<file path="config.mk">
export PLATFORM = sky130hd
export DESIGN_NAME = phy_mgmt_responder
export DESIGN_NICKNAME = d
export VERILOG_FILES = /design/src/rtl/phy_mgmt_pkg.sv /design/src/rtl/mgmt_link_sync.sv /design/src/rtl/mgmt_phy_regs.sv /design/src/rtl/phy_mgmt_responder.sv
export SDC_FILE = /design/constraint.sdc
export NUM_CORES = 1
export LEC_CHECK = 0
export CELL_PAD_IN_SITES_DETAIL_PLACEMENT = 1
export CELL_PAD_IN_SITES_GLOBAL_PLACEMENT = 1
export CORE_ASPECT_RATIO = 0.75
export CORE_MARGIN = 2
export CORE_UTILIZATION = 35
export DETAILED_ROUTE_END_ITERATION = 8
export DONT_BUFFER_PORTS = 1
export PLACE_DENSITY = 0.65
export SETUP_SLACK_MARGIN = 0.3
export SYNTH_ARGS = -nofsm -noshare
export SYNTH_HDL_FRONTEND = slang
export SYNTH_SLANG_ARGS = --single-unit
</file>
<file path="constraint.sdc">
create_clock -name clk -period 1.4 [get_ports clk]
set_clock_uncertainty 0.15 [all_clocks]
set_input_delay 0.14 -clock clk [delete_from_list [all_inputs] [get_ports clk]]
set_output_delay 0.14 -clock clk [all_outputs]
set_load 0.1 [all_outputs]
</file>
<file path="src/rtl/phy_mgmt_pkg.sv">
package phy_mgmt_pkg;
  localparam int unsigned PHY_REG_W = 16;
  localparam int unsigned PADDR_W   = 4;
  localparam int unsigned IDX_W     = 4;

  // command word field positions
  localparam int unsigned PADDR_LSB = 12;
  localparam int unsigned IDX_LSB   = 4;
  localparam int unsigned DIR_BIT   = 1;
  localparam int unsigned BUSY_BIT  = 0;

  // register indices
  localparam logic [IDX_W-1:0] IDX_CTRL = 4'd0;
  localparam logic [IDX_W-1:0] IDX_STAT = 4'd1;
  localparam logic [IDX_W-1:0] IDX_IDH  = 4'd2;
  localparam logic [IDX_W-1:0] IDX_IDL  = 4'd3;
  localparam logic [IDX_W-1:0] IDX_ADV  = 4'd4;
  localparam logic [IDX_W-1:0] IDX_LPA  = 4'd5;

  // fixed values and defaults
  localparam logic [PHY_REG_W-1:0] CTRL_DEFAULT = 16'h3100;
  localparam logic [PHY_REG_W-1:0] CTRL_WMASK   = 16'h8200; // self-clearing bits
  localparam int unsigned          CTRL_RST_BIT = 15;
  localparam logic [PHY_REG_W-1:0] STAT_BASE    = 16'hFE28;
  localparam int unsigned          STAT_LINK    = 2;
  localparam logic [PHY_REG_W-1:0] ID_HIGH      = 16'h0044;
  localparam logic [PHY_REG_W-1:0] ID_LOW       = 16'h1400;
  localparam logic [PHY_REG_W-1:0] LPA_VALUE    = 16'h0DE0;

  typedef enum logic {SEL_CMD = 1'b0, SEL_DATA = 1'b1} word_sel_e;
endpackage

</file>
<file path="src/rtl/mgmt_link_sync.sv">
module mgmt_link_sync #(
  parameter int unsigned STAGES = 2
) (
  input  logic clk,
  input  logic rst_n,
  input  logic link_in,
  output logic link_out
);
  generate
    if (STAGES == 0) begin : g_pass
      assign link_out = link_in;
    end else begin : g_chain
      logic [STAGES-1:0] chain_q;
      always_ff @(posedge clk) begin
        if (!rst_n) chain_q <= '0;
        else if (STAGES == 1) chain_q <= link_in;
        else chain_q <= {chain_q[STAGES-2:0], link_in};
      end
      assign link_out = chain_q[STAGES-1];
    end
  endgenerate
endmodule

</file>
<file path="src/rtl/mgmt_phy_regs.sv">
module mgmt_phy_regs
  import phy_mgmt_pkg::*;
(
  input  logic                 clk,
  input  logic                 rst_n,
  input  logic                 exec_en,
  input  logic                 exec_write,
  input  logic [IDX_W-1:0]     exec_idx,
  input  logic [PHY_REG_W-1:0] exec_wdata,
  input  logic                 link_in,
  output logic [PHY_REG_W-1:0] exec_rdata
);
  logic [PHY_REG_W-1:0] ctrl_q;
  logic [PHY_REG_W-1:0] adv_q;
  logic                 wr_ctrl, wr_adv, soft_rst;

  assign wr_ctrl  = exec_en && exec_write && (exec_idx == IDX_CTRL);
  assign wr_adv   = exec_en && exec_write && (exec_idx == IDX_ADV);
  assign soft_rst = wr_ctrl && exec_wdata[CTRL_RST_BIT];

  always_ff @(posedge clk) begin
    if (!rst_n || soft_rst) begin
      ctrl_q <= CTRL_DEFAULT;
      adv_q  <= '0;
    end else begin
      if (wr_ctrl) ctrl_q <= exec_wdata & ~CTRL_WMASK;
      if (wr_adv)  adv_q  <= exec_wdata;
    end
  end

  always_comb begin
    unique case (exec_idx)
      IDX_CTRL: exec_rdata = ctrl_q;
      IDX_STAT: begin
        exec_rdata = STAT_BASE;
        exec_rdata[STAT_LINK] = link_in;
      end
      IDX_IDH:  exec_rdata = ID_HIGH;
      IDX_IDL:  exec_rdata = ID_LOW;
      IDX_ADV:  exec_rdata = adv_q;
      IDX_LPA:  exec_rdata = LPA_VALUE;
      default:  exec_rdata = '0;
    endcase
  end

  // stored control never holds a self-clearing bit
  p_ctrl_masked_r3: assert property (@(posedge clk) disable iff (!rst_n)
    !ctrl_q[15] && !ctrl_q[9]);

  // soft reset lands defaults on the next edge
  p_soft_reset_r4: assert property (@(posedge clk) disable iff (!rst_n)
    soft_rst |=> (ctrl_q == CTRL_DEFAULT) && (adv_q == '0));

  // identifier and partner writes leave control and advertisement alone
  p_ro_write_r7: assert property (@(posedge clk) disable iff (!rst_n)
    (exec_en && exec_write && (exec_idx == IDX_IDH || exec_idx == IDX_IDL || exec_idx == IDX_LPA))
    |=> $stable(ctrl_q) && $stable(adv_q));
endmodule

</file>
<file path="src/rtl/phy_mgmt_responder.sv">
module phy_mgmt_responder
  import phy_mgmt_pkg::*;
#(
  parameter int unsigned DATA_W      = 32,
  parameter int unsigned LINK_STAGES = 2
) (
  input  logic              clk,
  input  logic              rst_n,
  input  logic              wr_valid,
  output logic              wr_ready,
  input  logic              wr_sel,
  input  logic [DATA_W-1:0] wr_data,
  input  logic              rd_sel,
  output logic [DATA_W-1:0] rd_data,
  input  logic [PADDR_W-1:0] phy_addr,
  input  logic              link_up
);
  localparam int unsigned PAD_W = DATA_W - PHY_REG_W;

  logic [DATA_W-1:0]    cmd_q, data_q;
  logic                 pending_q;
  logic                 link_s;
  logic                 take_cmd, take_data, addr_hit, exec_en, exec_write;
  logic [IDX_W-1:0]     exec_idx;
  logic [PHY_REG_W-1:0] exec_rdata;

  assign wr_ready   = !pending_q;
  assign take_cmd   = wr_valid && wr_ready && (wr_sel == SEL_CMD);
  assign take_data  = wr_valid && wr_ready && (wr_sel == SEL_DATA);
  assign addr_hit   = (cmd_q[PADDR_LSB +: PADDR_W] == phy_addr);
  assign exec_en    = pending_q && addr_hit;
  assign exec_write = cmd_q[DIR_BIT];
  assign exec_idx   = cmd_q[IDX_LSB +: IDX_W];

  always_ff @(posedge clk) begin
    if (!rst_n) begin
      cmd_q     <= '0;
      data_q    <= '0;
      pending_q <= 1'b0;
    end else begin
      pending_q <= take_cmd;
      if (take_cmd) begin
        cmd_q           <= wr_data;
        cmd_q[BUSY_BIT] <= 1'b0;
      end
      if (take_data) data_q <= wr_data;
      else if (exec_en && !exec_write) data_q <= {{PAD_W{1'b0}}, exec_rdata};
    end
  end

  assign rd_data = (rd_sel == SEL_DATA) ? data_q : cmd_q;

  mgmt_link_sync #(.STAGES(LINK_STAGES)) u_link (
    .clk(clk), .rst_n(rst_n), .link_in(link_up), .link_out(link_s)
  );

  mgmt_phy_regs u_regs (
    .clk(clk), .rst_n(rst_n),
    .exec_en(exec_en), .exec_write(exec_write), .exec_idx(exec_idx),
    .exec_wdata(data_q[PHY_REG_W-1:0]), .link_in(link_s),
    .exec_rdata(exec_rdata)
  );

  // ready drops for the cycle after a command is taken
  p_ready_drop_r11: assert property (@(posedge clk) disable iff (!rst_n)
    take_cmd |=> !wr_ready);

  // ready always returns after one busy cycle
  p_ready_return_r11: assert property (@(posedge clk) disable iff (!rst_n)
    !wr_ready |=> wr_ready);

  // foreign-address command leaves the data word untouched
  p_foreign_hold_r2: assert property (@(posedge clk) disable iff (!rst_n)
    (pending_q && !addr_hit) |=> $stable(data_q));

  // a write command never alters the data word
  p_write_keeps_data_r9: assert property (@(posedge clk) disable iff (!rst_n)
    (pending_q && exec_write) |=> $stable(data_q));

  // status read carries the synchronised link level
  p_link_bit_r6: assert property (@(posedge clk) disable iff (!rst_n)
    (exec_en && !exec_write && exec_idx == IDX_STAT) |=> data_q[STAT_LINK] == $past(link_s));

  // busy bit never reads back set
  p_busy_low_r1: assert property (@(posedge clk) disable iff (!rst_n)
    $past(take_cmd) |-> !cmd_q[BUSY_BIT]);
endmodule

</file>
Word level (Yosys, flattened, before mapping)
Cells that the tools add are included.
- add/sub/neg operators: 0
- equal/unequal tests: 6
- reduce and logical (&&, ||, !) cells: 15
- order comparisons: 0
- multipliers: 0
- multiplexer cells: 4
- shift operators: 0
- bitwise gates (word level): 1
- div/mod/pow operators: 0
- operators with widths (kind ; count):
    $mux 32 ; 3
    $pmux 16 s6 ; 1
    $logic_and 1x1->1 ; 9
    $eq 4x2->1 const B ; 2
    $eq 4x3->1 const B ; 2
    $eq 4x1->1 const B ; 1
    $eq 4x4->1 ; 1
    $logic_not 4->1 ; 1
    $logic_not 1->1 ; 3
    $reduce_bool 2->1 ; 1
    $logic_or 1x1->1 ; 1
    $not 1->1 ; 1
- logic and storage cells: 32
- memory bits (read-only): 0
- input port bits: 42
- memories: 0
- register bits: 96
- memory bits (writable): 0
- bits in latches: 0
- output and inout bits: 33

Longest topological paths before layout
- depth after elaboration: 6
- gate-level depth with buffers: 6
- gate-level depth less buffers: 4

Hierarchy
Synthesis repeated with hierarchy kept, for this count alone.
- cell total of the unflattened synthesis: 543
- area, all modules: 4659.5 um^2
- modules (own cells, without submodules) (module ; times used ; area each (um^2) ; cells each ; seq. area each (um^2)):
    phy_mgmt_responder ; 1 ; 3035.4 ; 342 ; 1281.2
    mgmt_phy_regs ; 1 ; 1571.5 ; 197 ; 600.6
    mgmt_link_sync ; 1 ; 52.6 ; 4 ; 40.0

Worst setup path before layout
OpenSTA, ideal clock, no wires.
- path type: flip-flop to output port
- start: register cmd_q[4]
- end: output port rd_data[4]
- path buffers: 2
- required time: 1.110 ns
- cell stages (with the launch flop): 5
- path slack: -1.842 ns
- data arrival time: 2.952 ns
- cells stage by stage: dfxtp_1 buf_2 buf_2 inv_1 o21ai_0
- word-level cells in the longest chain between the ends: 1
- ends and longest elaborated chain (item ; RTL line ; RTL):
    from (decl) ; phy_mgmt_responder.sv:20 ; logic [DATA_W-1:0] cmd_q, data_q;
    from (signal assigned) ; phy_mgmt_responder.sv:43 ; cmd_q <= wr_data;
    $mux 32 ; phy_mgmt_responder.sv:51 ; assign rd_data = (rd_sel == SEL_DATA) ? data_q : cmd_q;
    to (decl) ; phy_mgmt_responder.sv:14 ; output logic [DATA_W-1:0] rd_data,
No other way between the ends.

Worst setup path in the final report
- start: register cmd_q[14]
- end: register data_q[18]
- word-level cells in the longest chain between the ends: 4
- ends and longest elaborated chain (item ; RTL line ; RTL):
    $eq 4x4->1 ; phy_mgmt_responder.sv:30 ; assign addr_hit = (cmd_q[PADDR_LSB +: PADDR_W] == phy_addr);
    $logic_and 1x1->1 ; phy_mgmt_responder.sv:31 ; assign exec_en = pending_q && addr_hit;
    $logic_and 1x1->1 ; phy_mgmt_responder.sv:47 ; else if (exec_en && !exec_write) data_q <= {{PAD_W{1'b0}}, exec_rdata};
    $reduce_bool 2->1 (no line) ; - ;
    to (signal assigned) ; phy_mgmt_responder.sv:46 ; if (take_data) data_q <= wr_data;
    to (signal assigned) ; phy_mgmt_responder.sv:47 ;
    to (decl) ; phy_mgmt_responder.sv:20 ;
No other way between the ends.
A chain may end at the register's enable or synchronous reset.

==> implementation parameters <==
Parameter                              Value

Timing
  Worst Setup Slack, final ... -0.336 ns
  Number of failing hold endpoints at the final stage ... 33
  Setup repair after global routing missed its margin ... yes
  Min cycle time layout ... roughly 1.7 ns
  Maximum clock frequency ... ~580 MHz
  Hold slack ... -0.283 ns
  Slew of the pin with the lowest slew margin ... 0.547 ns
  Worst rel slew slack ... 0.633
  Fraction of the cycle the final worst path needs ... 1.24
  Pins over their slew limit ... 0
  Setup violations, final ... roughly 110

Critical path
  RR Endpoint ... data_q[18]
  Capturing element of the worst setup path ... data_q[18]
  Buf/Inv on CP ... 1
  Arrival time at the worst endpoint ... 1.84 ns
  Series of cell instances along the critical path ... xnor2_4, and3_4, a21oi_4, buf_12, a32o_1
  Stage delay of the slowest cell on the critical path ... 0.37 ns
  Family of cells with the greatest summed delay on the critical path ... compound AO/OA/AOI/OAI gates
  Required time reported for the critical path endpoint ... about 1.5 ns
  Cell count along the critical path ... 5
  Setup slack of the worst register-to-register path ... -0.34 ns
  Kind of end point of the critical path ... flip-flop
  Startpoint of the worst register-to-register path ... cmd_q[14]
  Crit Path Max Fanout ... 20
  Library cell contributing the largest single delay on the critical path ... sky130_fd_sc_hd__dfxtp_4
  Setup CP Type ... flip-flop to flip-flop
  Startpoint type of the worst setup path ... flip-flop
  Reg2Reg Depth ... 5
  Critical path startpoint ... cmd_q[14]

Synthesis
  Top post-synthesis cells by area ... sky130_fd_sc_hd__dfxtp_1, sky130_fd_sc_hd__mux2_2, sky130_fd_sc_hd__nand2_1, sky130_fd_sc_hd__a21oi_1, sky130_fd_sc_hd__o31ai_1
  Post-synthesis cell count ... 536
  Number of register bits inferred by synthesis ... between 90 and 100
  Cell accounting for the most synthesized area ... sky130_fd_sc_hd__dfxtp_1
  Post-synthesis async set-or-reset flop share ... 0
  Synth Area per Inst ... 8.93 µm²
  Total nets after synthesis ... 578
  Seq/Total Area, Yosys ... 0.402
  Number of warning messages in the yosys log ... 0
  Top FF cell, synth ... sky130_fd_sc_hd__dfxtp_1
  Number of enable-type register cells in the synthesized netlist ... 0
  Area of the mapped netlist ... around 4800 µm²
  Count of unique library cells instantiated by Yosys ... between 50 and 60
  Area share of the largest cell type after synthesis ... 0.402

Die
  Total number of placement rows ... 36
  Initial standard-cell utilization of the core ... 0.364
  Die ar. ... roughly 15000 µm²
  DIE WIDTH ... 139 µm
  Height of the die ... 105 µm
  Number of I/O pins ... between 70 and 80
  Core box area ... 13200 µm²

Clock network
  Number of levels the H-tree was split into ... 3
  Number of buffers between clock root and the deepest sink ... 2
  CTS Buf Count ... 9
  Clock sink count ... between 90 and 100
  TritonCTS clock tree ... built
  Clock root buffer ... sky130_fd_sc_hd__clkbuf_16
  Clock latency on the worst-skew pair ... 0.37 ns
  Total of hold buffers inserted after clock tree synthesis ... 33
  Clock-pin slew on the worst setup and hold paths ... 0.08 ns

Power
  Total power ... between 7 and 8 mW
  Largest vdd supply drop ... 729 µV
  Static leakage ... between 3 and 4 nW
  Power Dens Cells ... roughly 900 nW/µm²

Global route
  Number of global-route vias before repair ... ~5300
  Wire length of the first global-routing pass ... around 32 mm
  Largest net degree at the start of global routing ... 47
  Initial antenna violation count ... 0
  Tot GR Track Use ... 0.282
  Global-route congestion overflow total ... 0

Cells and area
  Multi-input combinational cell area ... ~3800 µm²
  Nets@finish ... ~690
  Final instance area ... 8140 µm²
  Area Overhead vs Synth ... 70.1%
  Share of layout cells above drive strength 1 ... 0.588
  Share of the core filled with cells ... 0.619
  FF+latch area ... between 1500 and 2000 µm²
  Number of fill cells ... between 1000 and 1500

Run
  MaxCap Viol Count ... 0

Route
  Met3 wire length ... ~1.7 mm
  Metal2 WL ... about 12 mm
  Routed Wire Length ... 24.3 mm
  Antenna viol nets, final ... 0
  Met1 Routed Length ... approximately 9.7 mm
  Highest routing layer actually used ... met4
  Drt first pass iters ... 5
  DR iter-0 viols ... between 300 and 400
  Post-route DRC ... 0
  Number of vias per cell ... ~6.2
  Total via count after detailed routing ... 5130
  Average detailed-routed wire length per instance ... 29.6 µm

Placed design
  Weighted congestion reported at the end of routability-driven placement ... a little over 0.8
  Setup Slack @ Placement ... -0.418 ns
  Port Buffers ... 0
  Hpwl dp ... 11.2 mm
  Post-DP Area ... between 5000 and 6000 µm²

Min path
  Worst hold-check path type ... input pin to flip-flop

Run status
  Violated checks ... hold timing, setup timing
  Outcome ... finished, violations left
[registers in the layout, summed over array words and instances (netlist names)]
| register | flops |
|---|---|
| pending_q | 1 |
| u_regs.adv_q | 16 |
| u_link.g_chain.chain_q | 2 |
| data_q | 32 |
| cmd_q | 31 |
| u_regs.ctrl_q | 14 |
[timing repair]
| item | in CTS | in global routing |
|---|---|---|
| endpoints found under the setup margin | 127 | 127 |
| cloned | 8 | 5 |
| buffers inserted | 39 | 11 |
| resized for setup | 181 | 154 |
| pin swaps | 40 | 98 |
| endpoints found under the hold margin | 68 | 33 |
[where the power goes]
part	switching, mW	internal [mW]
sequential	0.0860	2.82
combinational	1.16	0.756
clock	1.27	1.22
[final cells by class]
class	count	share of cell area
diodes	1	0.000308
clock buffers	9	0.0277
clock inverters	7	0.00692
inverters	6	0.00323
multi-input cells	379	0.463
flip-flops and latches	96	0.245
well taps	171	0.0263
repair buffers	153	0.227
[layer usage]
layer | track usage | up-vias
met5 | 0 | -
met4 | 0.104 | 0
li1 | - | 2189
met2 | 0.478 | 248
met3 | 0.0677 | 105
met1 | 0.351 | 2588
[metrics by stage]
stage / std cells / hold slack [ns] / setup TNS (ns)
floorplan: 536 / 0.116 / -18.99
global placement: 709 / 0.0782 / -11.57
detailed placement: 709 / 0.0924 / -15.59
CTS: 805 / -0.278 / -14.21
global route: 821 / -0.291 / -28.98
finish: 822 / -0.283 / -25.50
[synthesized netlist by cell type, drive strengths merged (4+ instances only)]
library cell and n:
o21ai 20, nand2b 8, and3 4, buf 31, dfxtp 96, nand3 5
clkbuf 24, nor2b 10, nand3b 4, a211oi 12, and2 15, a32o 16
nand2 76, o31ai 27, nor2 11, mux2 30, mux2i 19, inv 6
nor3 4, a21oi 59, nand4 27
[how the worst min path moves through the flow]
stage                 from                to  slack, ns  cells past startpoint
5_1_grt              rst_n  u_regs.ctrl_q[8]      -0.29                      1
3_5_place_dp         rst_n  u_regs.ctrl_q[8]       0.09                      1
6_report             rst_n  u_regs.ctrl_q[8]      -0.28                      1
4_1_cts              rst_n  u_regs.ctrl_q[8]      -0.28                      1
3_3_place_gp         rst_n  u_regs.ctrl_q[8]       0.08                      1
2_1_floorplan  wr_data[16]        data_q[16]       0.12                      1
[layout by cell type (no fill, tap or decap), types with 23 or more instances in the layout]
cell type | Yosys | layout
sky130_fd_sc_hd__nand2_1 | 76 | 23
sky130_fd_sc_hd__nand4_1 | 27 | 27
sky130_fd_sc_hd__nand2_2 | 0 | 23
sky130_fd_sc_hd__buf_4 | 6 | 53
sky130_fd_sc_hd__nand2_4 | 0 | 30
sky130_fd_sc_hd__dfxtp_1 | 96 | 55
sky130_fd_sc_hd__mux2_4 | 0 | 30
sky130_fd_sc_hd__dlygate4sd3_1 | 0 | 33
sky130_fd_sc_hd__a21oi_2 | 10 | 43
sky130_fd_sc_hd__dfxtp_2 | 0 | 32
sky130_fd_sc_hd__buf_12 | 0 | 24
sky130_fd_sc_hd__buf_6 | 6 | 29
sky130_fd_sc_hd__o31ai_4 | 0 | 27
[logic make-up (layout without fill, tap and decap cells)]
kind of cell    count (synthesis)  after routing  share of synthesized area
buf+inv                        61            175                     0.0667
other cells                     0              1                          0
mux                            49             49                      0.110
flops                          96             96                      0.402
simple gates                  177            177                      0.192
compound gates                150            150                      0.224
xor+xnor                        3              3                    0.00549
No activity file was read; power rests on OpenSTA's default activity.
